<file path="src/rtl/tmul_pkg.sv">
package tmul_pkg;

  // Strobes from the control half to the datapath half.
  typedef struct packed {
    logic capture;   // load the output register this cycle
  } tmulStrobes_t;

  // Largest total weight of the partial-product bits that sit below
  // column cutCols, in units of the full product LSB.
  function automatic longint omitMax(input int aw, input int bw, input int cutCols);
    longint acc;
    acc = 0;
    for (int i = 0; i < bw; i++) begin
      for (int j = 0; j < aw; j++) begin
        if (i + j < cutCols) acc = acc + (longint'(1) << (i + j));
      end
    end
    return acc;
  endfunction

endpackage

</file>
<file path="src/rtl/tmul_ppgen.sv">
// Builds only the partial-product bits at or above column CUT.
// Row i, bit t stands for column t+CUT.
module tmul_ppgen #(
  parameter int A_W    = 8,
  parameter int B_W    = 8,
  parameter int CUT    = 4,
  parameter int FORM_W = A_W + B_W - CUT
) (
  input  logic [A_W-1:0]             opA,
  input  logic [B_W-1:0]             opB,
  output logic [B_W-1:0][FORM_W-1:0] rows
);

  for (genvar gi = 0; gi < B_W; gi++) begin : g_row
    for (genvar gt = 0; gt < FORM_W; gt++) begin : g_col
      localparam int COL = gt + CUT;
      localparam int IDX = COL - gi;
      if (IDX >= 0 && IDX < A_W) begin : g_bit
        assign rows[gi][gt] = opA[IDX] & opB[gi];
      end else begin : g_none
        assign rows[gi][gt] = 1'b0;
      end
    end
  end

endmodule

</file>
<file path="src/rtl/tmul_csa.sv">
// Carry-save chain that folds the formed rows into two vectors.
// Wrapping at W bits is safe: the formed sum is below 2^W.
module tmul_csa #(
  parameter int ROWS = 8,
  parameter int W    = 12
) (
  input  logic [ROWS-1:0][W-1:0] rows,
  output logic [W-1:0]           sumV,
  output logic [W-1:0]           carryV
);

  logic [W-1:0] sAcc [ROWS];
  logic [W-1:0] cAcc [ROWS];

  assign sAcc[0] = rows[0];
  assign cAcc[0] = '0;

  for (genvar gi = 1; gi < ROWS; gi++) begin : g_stage
    logic [W-1:0] majV;
    assign sAcc[gi] = sAcc[gi-1] ^ cAcc[gi-1] ^ rows[gi];
    assign majV     = (sAcc[gi-1] & cAcc[gi-1]) | (sAcc[gi-1] & rows[gi]) |
                      (cAcc[gi-1] & rows[gi]);
    assign cAcc[gi] = {majV[W-2:0], 1'b0};
  end

  assign sumV   = sAcc[ROWS-1];
  assign carryV = cAcc[ROWS-1];

endmodule

</file>
<file path="src/rtl/tmul_cpa.sv">
// Shortened carry-propagate adder over the formed columns only.
module tmul_cpa #(
  parameter int W    = 12,
  parameter int DROP = 2
) (
  input  logic [W-1:0]      sumV,
  input  logic [W-1:0]      carryV,
  output logic [W-1:0]      formed,
  output logic [W-DROP-1:0] kept
);

  assign formed = sumV + carryV;
  assign kept   = formed[W-1:DROP];

endmodule

</file>
<file path="src/rtl/tmul_ctrl.sv">
module tmul_ctrl
  import tmul_pkg::*;
#(
  parameter bit REG_OUT = 1'b1
) (
  input  logic         clk,
  input  logic         rstN,
  input  logic         inValid,
  output tmulStrobes_t strobes,
  output logic         outValid
);

  assign strobes.capture = inValid;

  if (REG_OUT) begin : g_reg
    logic validQ;
    always_ff @(posedge clk or negedge rstN) begin
      if (!rstN) validQ <= 1'b0;
      else       validQ <= inValid;
    end
    assign outValid = validQ;

    // a request is flagged one cycle later
    p_valid_next_r6: assert property (@(posedge clk) disable iff (!rstN)
      inValid |=> outValid);
    // an idle cycle clears the flag
    p_valid_idle_r6: assert property (@(posedge clk) disable iff (!rstN)
      !inValid |=> !outValid);
    // flag is low while reset is applied
    p_reset_flag_r7: assert property (@(posedge clk)
      !rstN |-> !outValid);
  end else begin : g_comb
    assign outValid = inValid;
  end

endmodule

</file>
<file path="src/rtl/tmul_datapath.sv">
module tmul_datapath
  import tmul_pkg::*;
#(
  parameter int A_W     = 8,
  parameter int B_W     = 8,
  parameter int CUT     = 4,
  parameter int DROP    = 2,
  parameter bit REG_OUT = 1'b1,
  localparam int PROD_W = A_W + B_W,
  localparam int FORM_W = PROD_W - CUT,
  localparam int OUT_W  = FORM_W - DROP
) (
  input  logic             clk,
  input  logic             rstN,
  input  tmulStrobes_t     strobes,
  input  logic [A_W-1:0]   opA,
  input  logic [B_W-1:0]   opB,
  output logic [OUT_W-1:0] product
);

  localparam longint OMIT_MAX = omitMax(A_W, B_W, CUT);

  logic [B_W-1:0][FORM_W-1:0] rows;
  logic [FORM_W-1:0]          sumV;
  logic [FORM_W-1:0]          carryV;
  logic [FORM_W-1:0]          formed;
  logic [OUT_W-1:0]           kept;

  tmul_ppgen #(.A_W(A_W), .B_W(B_W), .CUT(CUT), .FORM_W(FORM_W)) u_ppgen (
    .opA  (opA),
    .opB  (opB),
    .rows (rows)
  );

  tmul_csa #(.ROWS(B_W), .W(FORM_W)) u_csa (
    .rows   (rows),
    .sumV   (sumV),
    .carryV (carryV)
  );

  tmul_cpa #(.W(FORM_W), .DROP(DROP)) u_cpa (
    .sumV   (sumV),
    .carryV (carryV),
    .formed (formed),
    .kept   (kept)
  );

  if (REG_OUT) begin : g_reg
    logic [OUT_W-1:0] productQ;
    always_ff @(posedge clk or negedge rstN) begin
      if (!rstN)                productQ <= '0;
      else if (strobes.capture) productQ <= kept;
    end
    assign product = productQ;

    // the register holds when no load strobe came
    p_hold_r6: assert property (@(posedge clk) disable iff (!rstN)
      !strobes.capture |=> $stable(productQ));
    // cleared while reset is applied
    p_reset_zero_r7: assert property (@(posedge clk)
      !rstN |-> (productQ == '0));
  end else begin : g_comb
    assign product = kept;
  end

  // Checking aids: exact product and formed sum scaled to full weight.
  logic [PROD_W-1:0] exactChk;
  logic [PROD_W-1:0] formedScaled;
  assign exactChk     = PROD_W'(opA) * PROD_W'(opB);
  assign formedScaled = PROD_W'(formed) << CUT;

  // leaving columns out can only make the sum smaller
  p_nonneg_r2: assert property (@(posedge clk) disable iff (!rstN)
    formedScaled <= exactChk);
  // the shortfall of the formed sum stays within the omitted weight
  p_omit_bound_r3: assert property (@(posedge clk) disable iff (!rstN)
    (exactChk - formedScaled) <= PROD_W'(OMIT_MAX));
  // a zero operand reaches the adder as zero
  p_zero_r9: assert property (@(posedge clk) disable iff (!rstN)
    (opA == '0 || opB == '0) |-> (kept == '0));

endmodule

</file>
<file path="src/rtl/trunc_mult.sv">
module trunc_mult
  import tmul_pkg::*;
#(
  parameter int A_W       = 8,
  parameter int B_W       = 8,
  parameter int CUT_COLS  = 4,
  parameter int DROP_COLS = 2,
  parameter bit REG_OUT   = 1'b1
) (
  input  logic                                      clk,
  input  logic                                      rstN,
  input  logic                                      inValid,
  input  logic [A_W-1:0]                            opA,
  input  logic [B_W-1:0]                            opB,
  output logic                                      outValid,
  output logic [A_W+B_W-CUT_COLS-DROP_COLS-1:0]     product
);

  tmulStrobes_t strobes;

  tmul_ctrl #(.REG_OUT(REG_OUT)) u_ctrl (
    .clk      (clk),
    .rstN     (rstN),
    .inValid  (inValid),
    .strobes  (strobes),
    .outValid (outValid)
  );

  tmul_datapath #(
    .A_W     (A_W),
    .B_W     (B_W),
    .CUT     (CUT_COLS),
    .DROP    (DROP_COLS),
    .REG_OUT (REG_OUT)
  ) u_datapath (
    .clk     (clk),
    .rstN    (rstN),
    .strobes (strobes),
    .opA     (opA),
    .opB     (opB),
    .product (product)
  );

endmodule

</file>
<file path="config.mk">
export PLATFORM = sky130hd
export DESIGN_NAME = trunc_mult
export DESIGN_NICKNAME = d
export VERILOG_FILES = /design/src/rtl/tmul_pkg.sv /design/src/rtl/tmul_ppgen.sv /design/src/rtl/tmul_csa.sv /design/src/rtl/tmul_cpa.sv /design/src/rtl/tmul_ctrl.sv /design/src/rtl/tmul_datapath.sv /design/src/rtl/trunc_mult.sv
export SDC_FILE = /design/constraint.sdc
export NUM_CORES = 1
export LEC_CHECK = 0
export BUFFER_PORTS_ARGS = -buffer_cell sky130_fd_sc_hd__buf_4
export CAP_MARGIN = 20
export CORE_UTILIZATION = 34
export DETAILED_ROUTE_END_ITERATION = 8
export GPL_TIMING_DRIVEN = 0
export RECOVER_POWER = 50
export SKIP_CTS_REPAIR_TIMING = 1
export SLEW_MARGIN = 15
export SYNTH_ARGS = -nofsm -noshare
export SYNTH_HDL_FRONTEND = slang
export SYNTH_SLANG_ARGS = --single-unit
</file>
<file path="constraint.sdc">
create_clock -name clk -period 0.9 [get_ports clk]
set_input_delay 0.135 -clock clk [delete_from_list [all_inputs] [get_ports clk]]
set_output_delay 0.135 -clock clk [all_outputs]
set_load 0.01 [all_outputs]
</file>
==> summary.txt <==
Synthesis
  – Top-area cell type share of the netlist area: about 39%
  – Yosys cell types: 30
  – Syn_nets: between 200 and 300
  – Ys async rst share: between 90% and 100%
  – Ys Warns: 0
  – Synth area leaders: fa_1 39%, dfrtp_1 15%, and2_1 8.7%
  – Post-Syn Area: ~1900 µm²
  – Post-synth EDFFs: 0
  – Synthesized area per cell: roughly 9.5 µm²
  – Yosys top cell by area: fa_1
  – FF+latch count, synth: 11
  – Register area share after synthesis: between 10% and 20%
  – Primary FF master, synth: dfrtp_1
  – Syn Inst Count: 198

Worst hold path
  – Worst hold path class: in2reg

Timing
  – Final WS setup: -3730 ps
  – FMAX: roughly 0.22 GHz
  – Fin crit share: 514.4%
  – Max_slew headroom: a little over two thirds
  – Final count of hold timing violations: 0
  – RSZ-0062 raised after global routing: yes
  – Clk_skew: 0 ps
  – Worst slew pin tran: ~450 ps
  – Final critical-path required period: 4630 ps
  – Endpoints failing setup: 10
  – Slew Limit Fails: 0

Outcome
  – Failing checks: setup timing
  – Status: finished, violations left

Finish
  – Seq. cell area: about 280 µm²
  – Area of the multi-input gates: approximately 1600 µm²
  – Antenna diode count: 0
  – Finished Layout Cells: 311
  – Share of cells above drive strength 1: between 30 and 40%
  – Final Core Density: between 40% and 50%
  – Nets@finish: between 300 and 400
  – Filler cells: 502
  – Synthesis-to-finish area growth: 33.82%

Drt
  – Vias: 1499
  – Avg WL per Cell: ~11 µm
  – Total detailed-routing wirelength: 3.554 mm
  – Drt pass-1 iters: 4
  – DR DRC count: 0
  – Initial DRC Count: 51
  – Vias/cell: slightly below 5
  – Final ANT Viol Nets: 0

Floorplan
  – Die area: approximately 5800 µm²
  – I/O pin cnt: 30
  – CORE AREA: approximately 5200 µm²
  – # rows: 26
  – Die span in x: between 70 and 80 µm
  – Starting Density: between 30% and 40%
  – DIE HEIGHT: roughly 76 µm

Critical path
  – R2r setup slk: 10 ps
  – Worst path max stage delay: around 540 ps
  – Startpoint types: primary input
  – Slowest CP cell: fa_2
  – Worst Path Arrival: between 4000 and 5000 ps
  – Critical Path End Type: flip-flop
  – Crit-path cells: buf_12 > and2_4 > ha_4 > inv_2 > fa_2 > fa_2 > fa_2 > fa_1 > inv_1 > fa_2 > inv_2 > fa_2 > inv_2 > ha_4 > inv_2 > fa_2 > nor2b_4 > o31ai_4 > a211o_1 > nand3_2
  – Crit path kind: in2reg
  – Crit path max fanout: 4
  – Crit-path most repeated cell: fa_2
  – CP required: roughly 1100 ps

Global route
  – Pin count of the biggest net entering global routing: 12
  – First-pass GRT wire length: 6.341 mm
  – GR Overflow Total: 0
  – Initial antenna violation count: 0
  – Number of global-route vias before repair: ~1400
  – Total GRT Usage: between 10% and 20%

Place
  – GPL Wtd Cong: 0.7223
  – I/O Buffers: 28
  – Detailed placement HPWL: 2.933 mm
  – Placed Cells: 296

Power and ir drop
  – Power per cell area: around 2500 nW/µm²
  – Pwr Total: roughly 6.1 mW
  – P_leak: 1.144 nW
  – Combinational power share: between 70 and 80%
  – Sequential Power Share: 14.1%
  – Switching power total: about 2.5 mW
  – Cell Int Power: between 3 and 4 mW
  – Sw Ratio: approximately 40%
  – Maximum VDD drop: about 1100 µV
  – Clock network power share: approximately 8.0%

Clock tree
  – CTS tree: done
  – Clk pin slew, worst setup/hold paths: approximately 50 ps
  – Root buf cell: clkbuf_8
  – Clk sinks: 11
  – CTS Buffer Depth: 2
  – CTS buffer count: 3
  – Clk_lat worst skew: around 230 ps
  – H-tree levels: 1

Job
  – Max-cap viol count: 0
-- final timing paths --
path | cells past startpoint | end | startpoint
worst min-delay path | 1 | u_ctrl.outValid | inValid
worst max register to register | 2 | u_datapath.product[4] | u_datapath.product[4]
worst min register to register | 1 | u_datapath.product[6] | u_datapath.product[6]
max in group asynchronous | 2 | u_datapath.product[3] | rstN
min in group asynchronous | 2 | u_datapath.product[9] | rstN
worst max-delay path | 20 | u_datapath.product[8] | opA[6]
-- flip-flops by register name, summed over array words and instances, names as in the netlist --
| signal | cells |
|---|---|
| u_ctrl.outValid | 1 |
| u_datapath.product | 10 |
-- metal layers --
metal	track usage (%)	part of all wire, %	vias up
met5	0	0	-
met1	18.45	46	756
met4	2.308	0.53	0
met2	21.36	50	33
met3	3.593	3.8	4
li1	-	-	706
-- per-stage QoR --
step	TNS (ps)	instance area (µm²)	hold slack, ps	setup slack, ps
after detailed placement	-35660	2218	-19.75	-3986
after global placement	-35390	2218	-19.19	-3971
after CTS	-33180	2263	-280.1	-3748
after global routing	-34070	2505	167.5	-3825
after floorplan	-32700	1921	-160.6	-3675
final	-33120	2505	153.5	-3730
-- critical path, delay by kind of cell --
kind	cells	cell delay, ps
AOI/OAI and AO/OA	2	400
buffers and inverters	6	350
adders and majority gates	9	3500
and+or+nand+nor	3	390
-- power by group through the flow --
stage	clock, mW	sequential [mW]	combinational (mW)
2_1_floorplan	0	0.927	2.74
3_3_place_gp	0	0.835	3.77
3_5_place_dp	0	0.833	3.86
4_1_cts	0.522	0.830	3.87
5_1_grt	0.544	0.889	5.39
6_report	0.492	0.868	4.79
-- cell usage in the layout, fill, tap and decap left out, types with 2 or more instances in the layout --
master / n
and2_4: 3
clkbuf_8: 3
o21a_1: 3
inv_2: 8
buf_12: 2
nor3b_1: 2
inv_1: 28
nor2_1: 3
ha_1: 9
a21oi_2: 2
nand4_1: 2
o211ai_1: 2
fa_1: 22
ha_4: 4
mux2_4: 2
dfrtp_1: 11
buf_4: 21
o22ai_1: 2
buf_6: 14
nand2_1: 34
a211o_1: 2
clkbuf_1: 4
o21ai_0: 3
and2_1: 23
fa_2: 14
o21ai_1: 3
a21oi_1: 2
-- final cells by class --
class	instances	share of cell area, %
Sequential cell	11	10.99
Inverter	36	5.395
Tap cell	70	3.497
Timing Repair Buffer	39	14.49
Clock buffer	4	1.798
Multi-Input combinational cell	148	63.09
Buffer	3	0.7493
-- logic make-up (layout without fill, tap and decap cells) --
group,count (synthesis),after routing,synth area share [%]
multiplexers,2,2,1.203
buffers and inverters,39,82,8.222
adder cells (fa/ha/maj),49,49,47.19
AO/OA/AOI/OAI,25,25,9.358
flip-flops,11,11,14.71
AND/OR/NAND/NOR,71,71,18.85
XOR/XNOR,1,1,0.4680
-- cells in the mapped netlist, types with 2 or more instances --
| library cell | count |
|---|---|
| a21oi_1 | 3 |
| nor3b_1 | 2 |
| nand4_1 | 2 |
| o211ai_1 | 2 |
| clkbuf_1 | 2 |
| o22ai_1 | 2 |
| inv_1 | 36 |
| ha_1 | 13 |
| nand2_1 | 34 |
| a211o_1 | 2 |
| fa_1 | 36 |
| dfrtp_1 | 11 |
| o21ai_0 | 6 |
| nor2_1 | 3 |
| and2_1 | 26 |
| o21a_1 | 3 |
| mux2_2 | 2 |
(Power assumes the default switching activity.)
